`src/rtl/dcs_pkg.sv`:
```
package dcs_pkg;
  typedef enum logic [1:0] {ST_RUN, ST_FLUSH, ST_SLEEP} dcs_state_e;
  localparam logic [2:0] CST_C4 = 3'd4;
endpackage

```
`src/rtl/dcs_res_timer.sv`:
```
module dcs_res_timer #(
  parameter int TIMER_W = 16
) (
  input  logic               clk_i,
  input  logic               rst_ni,
  input  logic               run_i,
  input  logic               clr_i,
  input  logic [TIMER_W-1:0] timeout_i,
  output logic               exp_o
);
  logic [TIMER_W-1:0] cnt_q;

  always_ff @(posedge clk_i or negedge rst_ni) begin
    if (!rst_ni) begin
      cnt_q <= '0;
      exp_o <= 1'b0;
    end else if (clr_i) begin
      cnt_q <= '0;
      exp_o <= 1'b0;
    end else if (run_i && !exp_o) begin
      if (cnt_q >= timeout_i) exp_o <= 1'b1;
      else                    cnt_q <= cnt_q + 1'b1;
    end
  end
endmodule

```
`src/rtl/dcs_ratio_cmp.sv`:
```
module dcs_ratio_cmp #(
  parameter int RATIO_W = 6
) (
  input  logic [RATIO_W-1:0] ratio_i,
  input  logic [RATIO_W-1:0] thr_i,
  output logic               low_o,
  output logic               high_o
);
  logic ignore;
  assign ignore = (ratio_i == '0);
  assign low_o  = ignore || (ratio_i < thr_i);
  assign high_o = !ignore && (ratio_i > thr_i);
endmodule

```
`src/rtl/dcs_way_mask.sv`:
```
module dcs_way_mask #(
  parameter int NUM_WAYS = 8,
  localparam int WAY_W   = $clog2(NUM_WAYS + 1)
) (
  input  logic [WAY_W-1:0]    lo_i,
  input  logic [WAY_W-1:0]    hi_i,
  output logic [NUM_WAYS-1:0] mask_o
);
  // bit i set when lo_i <= i < hi_i
  for (genvar i = 0; i < NUM_WAYS; i++) begin : g_bit
    assign mask_o[i] = (lo_i <= WAY_W'(i)) && (WAY_W'(i) < hi_i);
  end
endmodule

```
`src/rtl/dcs_way_ctrl.sv`:
```
module dcs_way_ctrl
  import dcs_pkg::*;
#(
  parameter int  NUM_WAYS = 8,
  parameter int  RATIO_W  = 6,
  parameter int  TIMER_W  = 16,
  localparam int WAY_W    = $clog2(NUM_WAYS + 1)
) (
  input  logic                clk_i,
  input  logic                rst_ni,
  input  logic [2:0]          core0_cst_i,
  input  logic [2:0]          core1_cst_i,
  input  logic                deep_en_i,
  input  logic                stop_clk_i,
  input  logic                irq_i,
  input  logic                irq_core_i,
  input  logic [RATIO_W-1:0]  ratio_i,
  input  logic [RATIO_W-1:0]  thr_i,
  input  logic [WAY_W-1:0]    step_i,
  input  logic [TIMER_W-1:0]  timeout_i,
  input  logic                hold_full_i,
  input  logic                flush_ack_i,
  output logic [WAY_W-1:0]    ways_en_o,
  output logic [NUM_WAYS-1:0] flush_req_o,
  output logic [NUM_WAYS-1:0] inv_req_o,
  output logic                grow_req_o,
  output logic                deep_ok_o
);
  localparam logic [WAY_W-1:0] FULL_WAYS = WAY_W'(NUM_WAYS);
  localparam logic [WAY_W-1:0] WAKE_WAYS = WAY_W'(2);

  dcs_state_e         st_q;
  logic [WAY_W-1:0]   ways_q, tgt_q, tgt_calc, inv_hi, ways_m1;
  logic               woke_q;
  logic [NUM_WAYS-1:0] inv_q, inv_mask, flush_mask;
  logic               sleep_want, entry, ratio_low, ratio_high, expired;
  logic               shrink_ok, other_light, grow_cond;
  logic [2:0]         other_cst;

  assign sleep_want = (core0_cst_i == CST_C4) && (core1_cst_i == CST_C4) &&
                      deep_en_i && stop_clk_i && !hold_full_i;
  assign entry      = (st_q == ST_RUN) && sleep_want;

  dcs_ratio_cmp #(.RATIO_W(RATIO_W)) u_ratio (
    .ratio_i(ratio_i), .thr_i(thr_i), .low_o(ratio_low), .high_o(ratio_high)
  );

  dcs_res_timer #(.TIMER_W(TIMER_W)) u_timer (
    .clk_i(clk_i), .rst_ni(rst_ni), .run_i(st_q == ST_RUN), .clr_i(entry),
    .timeout_i(timeout_i), .exp_o(expired)
  );

  assign shrink_ok   = ratio_low && !expired;
  assign tgt_calc    = woke_q ? '0 : ((ways_q > step_i) ? ways_q - step_i : '0);
  assign other_cst   = irq_core_i ? core0_cst_i : core1_cst_i;
  assign other_light = (other_cst >= 3'd1) && (other_cst <= 3'd3);
  assign grow_cond   = ratio_high || expired || other_light;
  assign ways_m1     = ways_q - 1'b1;
  assign inv_hi      = (st_q == ST_SLEEP) ? WAKE_WAYS : FULL_WAYS;

  dcs_way_mask #(.NUM_WAYS(NUM_WAYS)) u_inv_mask (
    .lo_i(ways_q), .hi_i(inv_hi), .mask_o(inv_mask)
  );
  dcs_way_mask #(.NUM_WAYS(NUM_WAYS)) u_flush_mask (
    .lo_i(ways_m1), .hi_i(ways_q), .mask_o(flush_mask)
  );

  always_ff @(posedge clk_i or negedge rst_ni) begin
    if (!rst_ni) begin
      st_q   <= ST_RUN;
      ways_q <= FULL_WAYS;
      tgt_q  <= '0;
      woke_q <= 1'b0;
      inv_q  <= '0;
    end else begin
      inv_q <= '0;
      unique case (st_q)
        ST_RUN: begin
          if (hold_full_i || (irq_i && grow_cond)) begin
            if (ways_q != FULL_WAYS) begin
              ways_q <= FULL_WAYS;
              inv_q  <= inv_mask;
              woke_q <= 1'b0;
            end
          end else if (sleep_want) begin
            if (shrink_ok && (tgt_calc < ways_q)) begin
              tgt_q  <= tgt_calc;
              woke_q <= 1'b0;
              st_q   <= ST_FLUSH;
            end else begin
              st_q   <= ST_SLEEP;
            end
          end
        end
        ST_FLUSH: begin
          if (flush_ack_i) begin
            ways_q <= ways_m1;
            if (ways_m1 == tgt_q) st_q <= ST_SLEEP;
          end
        end
        ST_SLEEP: begin
          if (!sleep_want) begin
            st_q <= ST_RUN;
            if (ways_q < WAKE_WAYS) begin
              ways_q <= WAKE_WAYS;
              inv_q  <= inv_mask;
              woke_q <= 1'b1;
            end
          end
        end
        default: st_q <= ST_RUN;
      endcase
    end
  end

  assign ways_en_o   = ways_q;
  assign inv_req_o   = inv_q;
  assign flush_req_o = (st_q == ST_FLUSH) ? flush_mask : '0;
  assign grow_req_o  = ratio_high;
  assign deep_ok_o   = (st_q == ST_SLEEP) && sleep_want;
endmodule

```
`config.mk`:
```
export PLATFORM = sky130hd
export DESIGN_NAME = dcs_way_ctrl
export DESIGN_NICKNAME = d
export VERILOG_FILES = /design/src/rtl/dcs_pkg.sv /design/src/rtl/dcs_res_timer.sv /design/src/rtl/dcs_ratio_cmp.sv /design/src/rtl/dcs_way_mask.sv /design/src/rtl/dcs_way_ctrl.sv
export SDC_FILE = /design/constraint.sdc
export NUM_CORES = 1
export LEC_CHECK = 0
export ABC_AREA = 1
export CAP_MARGIN = 10
export CORE_AREA = 3 3 86 88
export CTS_BUF_LIST = sky130_fd_sc_hd__clkbuf_16
export DETAILED_ROUTE_END_ITERATION = 6
export DIE_AREA = 0 0 89 91
export PLACE_DENSITY = 0.76
export SLEW_MARGIN = 10
export SYNTH_ARGS = -nofsm -noshare
export SYNTH_HDL_FRONTEND = slang
export SYNTH_HIERARCHICAL = 1
export SYNTH_SLANG_ARGS = --single-unit
```
`constraint.sdc`:
```
create_clock -name clk_i -period 3.15 [get_ports clk_i]
set_input_delay 0.63 -clock clk_i [delete_from_list [all_inputs] [get_ports clk_i]]
set_output_delay 0.63 -clock clk_i [all_outputs]
set_load 0.01 [all_outputs]
```
* After elaboration in Yosys (flattened, before gate mapping)
Index checks and enable logic that the tools add are counted.
Cells by class: bitwise operators 1, shift-type cells 0, eq/ne operators 18, magnitude comparators 40, add/subtract/negate cells 3, div/mod/pow operators 0, reduce and logical (&&, ||, !) cells 47, mux-type cells 36, multiply operators 0
Operator list (count):
- 16-bit two-way mux | 3
- 8-bit two-way mux | 5
- 4-bit by 3-bit <= comparator with 1-bit output, second input constant | 8
- 3-bit by 4-bit less-than comparator with 1-bit output, first input constant | 8
- 4-bit two-way mux | 8
- 1-bit logical AND | 28
- 16-bit by 1-bit adder with 16-bit output, second input constant | 1
- 16-bit greater-or-equal comparator | 1
- 4-bit by 1-bit <= comparator with 1-bit output, second input constant | 4
- 4-bit by 2-bit <= comparator with 1-bit output, second input constant | 4
- 1-bit by 4-bit less-than comparator with 1-bit output, first input constant | 4
- 2-bit by 4-bit less-than comparator with 1-bit output, first input constant | 4
- 2-bit inequality test, second input constant | 8
- 8-bit one-hot mux with 2 select lines | 1
- 2-bit two-way mux | 6
- 4-bit one-hot mux with 3 select lines | 1
- 6-bit AND reduction | 2
- 1-bit two-way mux | 9
- 3-bit inequality test, second input constant | 3
- 3-bit == test, second input constant | 2
- 6-bit > comparator | 1
- 6-bit zero test | 1
- 6-bit less-than comparator | 1
- 2-bit one-hot mux with 3 select lines | 1
- 23 further kinds | 31
Storage, ports and cells: latch bits 0, output and inout bits 22, bits in writable memories 0, logic and storage cells 152, bits in read-only memories 0, bits of input ports 46, memories 0, register bits 36

* Logic depth before layout (Yosys ltp)
depth in word-level cells 9, depth in mapped cells 20, depth with buffers taken out 20

* Cells and area by module
Netlist, hierarchy kept.
By module, submodules not included:
- dcs_res_timer | cells an instance 224, instances 1, area an instance 1525.2 um^2
- dcs_way_ctrl | cells an instance 220, instances 1, area an instance 1497.7 um^2
- dcs_way_mask | cells an instance 33, instances 2, area an instance 136.4 um^2
- dcs_ratio_cmp | cells an instance 34, instances 1, area an instance 198.9 um^2

* Worst setup path after synthesis
No wires, ideal clock.
kind reg2reg, start reg ways_q[0], in the netlist ways_en_o[0], end reg tgt_q[1], setup slack 0.227 ns, required time 3.034 ns, arrival time 2.807 ns, stages on the path, launching flop included 19, cells stage by stage dfrtp_1 > inv_2 > ha_1 > inv_1 > fa_1 > nand3_1 > nand3_1 > nand2_1 > nor2_1 > inv_1 > a21oi_1 > o21a_1 > ha_1 > a2111oi_2 > nand2_2 > inv_2 > nand2_2 > nand2_1 > nand2_1
On the way: longest elaborated chain between the ends 6, elaborated cells between the ends (all ways) 7, classes of those cells add/sub: 1; order compare: 2; mux: 2; reduce/logical: 2
Ends and longest elaborated chain:
- start, declared | RTL line dcs_way_ctrl.sv:33 | logic [WAY_W-1:0] ways_q, tgt_q, tgt_calc, inv_hi, ways_m1;
- start signal, assigned | RTL line dcs_way_ctrl.sv:97 | ways_q <= ways_m1;
- 4-bit subtractor or 4-bit > comparator (tied branches) | RTL line dcs_way_ctrl.sv:54 | assign tgt_calc = woke_q ? '0 : ((ways_q > step_i) ? ways_q - step_i : '0);
- 4-bit two-way mux * (2 in a row) | RTL line dcs_way_ctrl.sv:54
- via tgt_calc[3] | RTL line dcs_way_ctrl.sv:33
- 4-bit less-than comparator * | RTL line dcs_way_ctrl.sv:86 | if (shrink_ok && (tgt_calc < ways_q)) begin
- 1-bit logical AND * | RTL line dcs_way_ctrl.sv:86
- 4-bit AND reduction (no source line) *
- end signal, assigned | RTL line dcs_way_ctrl.sv:87 | tgt_q <= tgt_calc;
- end, declared | RTL line dcs_way_ctrl.sv:33
The timed path passes the listed nets; every way through them passes the cells marked *. A chain may end at the register's enable or synchronous reset.

* Worst setup path after layout
start reg ways_q[1], in the netlist ways_en_o[1], end out flush_req_o[0]
On the way: longest elaborated chain between the ends 4, elaborated cells between the ends (all ways) 5, classes of those cells add/sub: 1; order compare: 2; mux: 1; reduce/logical: 1
Ends and longest elaborated chain:
- 4-bit by 1-bit subtractor with 4-bit output | RTL line dcs_way_ctrl.sv:58 | assign ways_m1 = ways_q - 1'b1;
- via ways_m1[2] | RTL line dcs_way_ctrl.sv:33
- 4-bit by 1-bit <= comparator with 1-bit output | RTL line dcs_way_mask.sv:11 | assign mask_o[i] = (lo_i <= WAY_W'(i)) && (WAY_W'(i) < hi_i);
- 1-bit logical AND | RTL line dcs_way_mask.sv:11
- via flush_mask[0] | RTL line dcs_way_ctrl.sv:35 | logic [NUM_WAYS-1:0] inv_q, inv_mask, flush_mask;
- 8-bit two-way mux | RTL line dcs_way_ctrl.sv:118 | assign flush_req_o = (st_q == ST_FLUSH) ? flush_mask : '0;
- end, declared | RTL line dcs_way_ctrl.sv:24 | output logic [NUM_WAYS-1:0] flush_req_o,
The timed path passes the listed nets, and every way through them passes these cells.

==> reports/qor.txt <==
outcome -> complete, no violations
remaining global-route overflow -> 0
clock root cell -> clkbuf_16
Via Count -> 3,610
post-synthesis to final-layout area growth -> 32.0%
gate count after technology mapping -> 544
maximum buffer depth of the clock tree -> 2
TritonCTS buffer count -> 5
Skew-Pair Late Insertion Delay -> 280 ps
Yosys top cell area share -> 0.251
clock skew -> 3.47 ps
Post-Synthesis Cell Area -> 3490 sq um
worst hold margin -> 513 ps
Distinct cells, synth -> 42
total length of routed wires -> 8.72 mm
ys async rst share -> 1.00
pwr dens -> 544 nW/um^2
number of pins exceeding their max-slew limit in the final report -> 0
setup slack at placement -> -384 ps
kind of start point of the critical path -> flip-flop
biggest area contributors in the synthesized netlist -> dfrtp_1, nand2_1, ha_1
CTS H-tree lvls -> 2
overall routing resource usage -> 0.217
via count of the first global-routing pass -> 3,392
residual DRC count -> 0
per-cell via count in the routed design -> 5.08
# diodes -> 0
prevailing post-synth register cell -> dfrtp_1
number of maximum-capacitance violations -> 0
post-synthesis sequential area ratio -> 0.258
shortest period the worst path allows -> 3040 ps
maximum number of pins on one net before global-route repair -> 37
Top Ports -> 68
type of destination of the critical path -> output port
starting density of the core -> 0.520
Die Ht -> 91 um
count of flip-flops with a built-in enable after synthesis -> 0
Worst Path Max Fanout -> 7
average detailed-routed wire length per instance -> 12.3 um
number of detailed-route iterations in the first pass -> 6
average cell area after synthesis -> 6.42 sq um
leading cell type in the layout, fill and taps excluded -> nand2_1
path class of the lowest-slack min-delay path -> reg2reg
clock transition time at the flip-flop clock pins of the worst setup and hold paths -> 60 ps
Sink Count -> 36
die width -> 89 um
IR drop worst, VDD -> 293 uV
number of register bits inferred by synthesis -> 36
most frequent cells in the layout -> nand2_1, inv_1, nor2_1, clkdlybuf4s50_1, nand3_1
worst setup path class -> reg2out
CTS Hold Bufs -> 0
IO Port Bufs -> 67
wire length of the first global-routing pass -> 14.5 mm
WP data required -> 2520 ps
CTS tree -> built
cell taking the most area after synthesis -> dfrtp_1
share of final-layout standard cells stronger than drive strength 1 -> 0.119
placement row count -> 30
achievable clock frequency -> 0.329 GHz
smallest setup slack after layout -> 110 ps
WP data arrival -> 2410 ps
count of synthesis-stage warnings from yosys -> 6
drt first-iter violations -> 151
die area -> 8100 sq um
leakage component of the power -> 0.00254 uW
post-detail-place hpwl -> 6.64 mm
TNS Setup -> 0 ps
overall power consumption -> 2510 uW
Core ar. -> 6720 sq um
routability congestion estimate -> 0.861
Total Nets Final -> 712
number of routed nets with antenna violations -> 0
number of hold-slack violations in the final timing report -> 0
Final Cycle Share -> 0.965
antenna violations before repair -> 0
Finish-stage setup viols -> 0
cells in the mapped netlist (5+ instances only):
master    count
a21oi_1      18
dfrtp_1      35
ha_1         35
inv_1        86
inv_2        11
nand2_1     165
nand2_2       5
nand3_1      41
nand3b_1      7
nand4_1       6
nor2_1       66
nor2_2       10
o21ai_0       5
o21ai_1       6
xnor2_1       5
path summary, 6_finish.rpt:
check	slack, ps	to	from	depth (start not counted)
hold reg to reg	510	tgt_q[3]	tgt_q[3]	2
hold / removal	510	tgt_q[3]	tgt_q[3]	2
max in group asynchronous	2020	ways_en_o[1]	rst_ni	2
setup / recovery	110	flush_req_o[0]	ways_en_o[1]	11
min in group asynchronous	770	ways_en_o[0]	rst_ni	2
setup reg to reg	270	tgt_q[2]	ways_en_o[0]	18
routing by layer:
layer,track usage,up-vias,share of wire
met5,0,-,0
met4,0.0682,0,0.018
met1,0.280,1640,0.45
met2,0.371,87,0.49
met3,0.0254,16,0.040
li1,-,1867,-
power by group:
part           switching (uW)  internal, uW
combinational             765           555
sequential               78.9           549
clock                     190           369
cell families after synthesis:
logic type	after synthesis	synth area share
and+or+nand+nor	318	0.403
adders and majority gates	36	0.131
other	1	0.00107
DFF	36	0.258
xor gates and xnor gates	9	0.0226
buffers and inverters	104	0.116
AOI/OAI and AO/OA	40	0.0687
area by class of cell:
cell class                 count  area, sq um
multi-input combinational    406         2280
timing repair buffer          83          796
tap                           80          100
clock inverter                 3         38.8
sequential                    36          903
clock buffer                   5          125
fill                         573         2110
inverter                      98          373
registers in the layout, summed over array words and instances (netlist names):
name           cells
u_timer/cnt_q     16
inv_req_o          8
tgt_q              4
ways_en_o          4
st_q               2
u_timer/exp_o      1
woke_q             1
worst max-delay path: stages, from the launching register on:
cell,delay (ps)
dfrtp_2,450
inv_2,110
ha_1,210
inv_2,40
nand2_1,70
nand2_1,180
nor2_2,210
nand2_1,80
a21oi_1,130
nand2_1,70
inv_1,60
clkdlybuf4s50_1,520
timing repair:
item                                    4_1_cts  5_1_grt
gates resized for setup                       3       15
pin swaps                                     1        6
buffers inserted                              0        6
endpoints found under the setup margin       11       11
metrics by stage:
| stage | std cells | instance area, sq um | utilization |
|---|---|---|---|
| after floorplan | 546 | 3500 | - |
| after global placement | 697 | 4310 | 0.642 |
| after detailed placement | 697 | 4310 | 0.642 |
| after CTS | 705 | 4500 | 0.670 |
| after global routing | 711 | 4610 | 0.686 |
| final | 711 | 4610 | 0.686 |
Note: power is estimated with default switching activity, not from simulation.
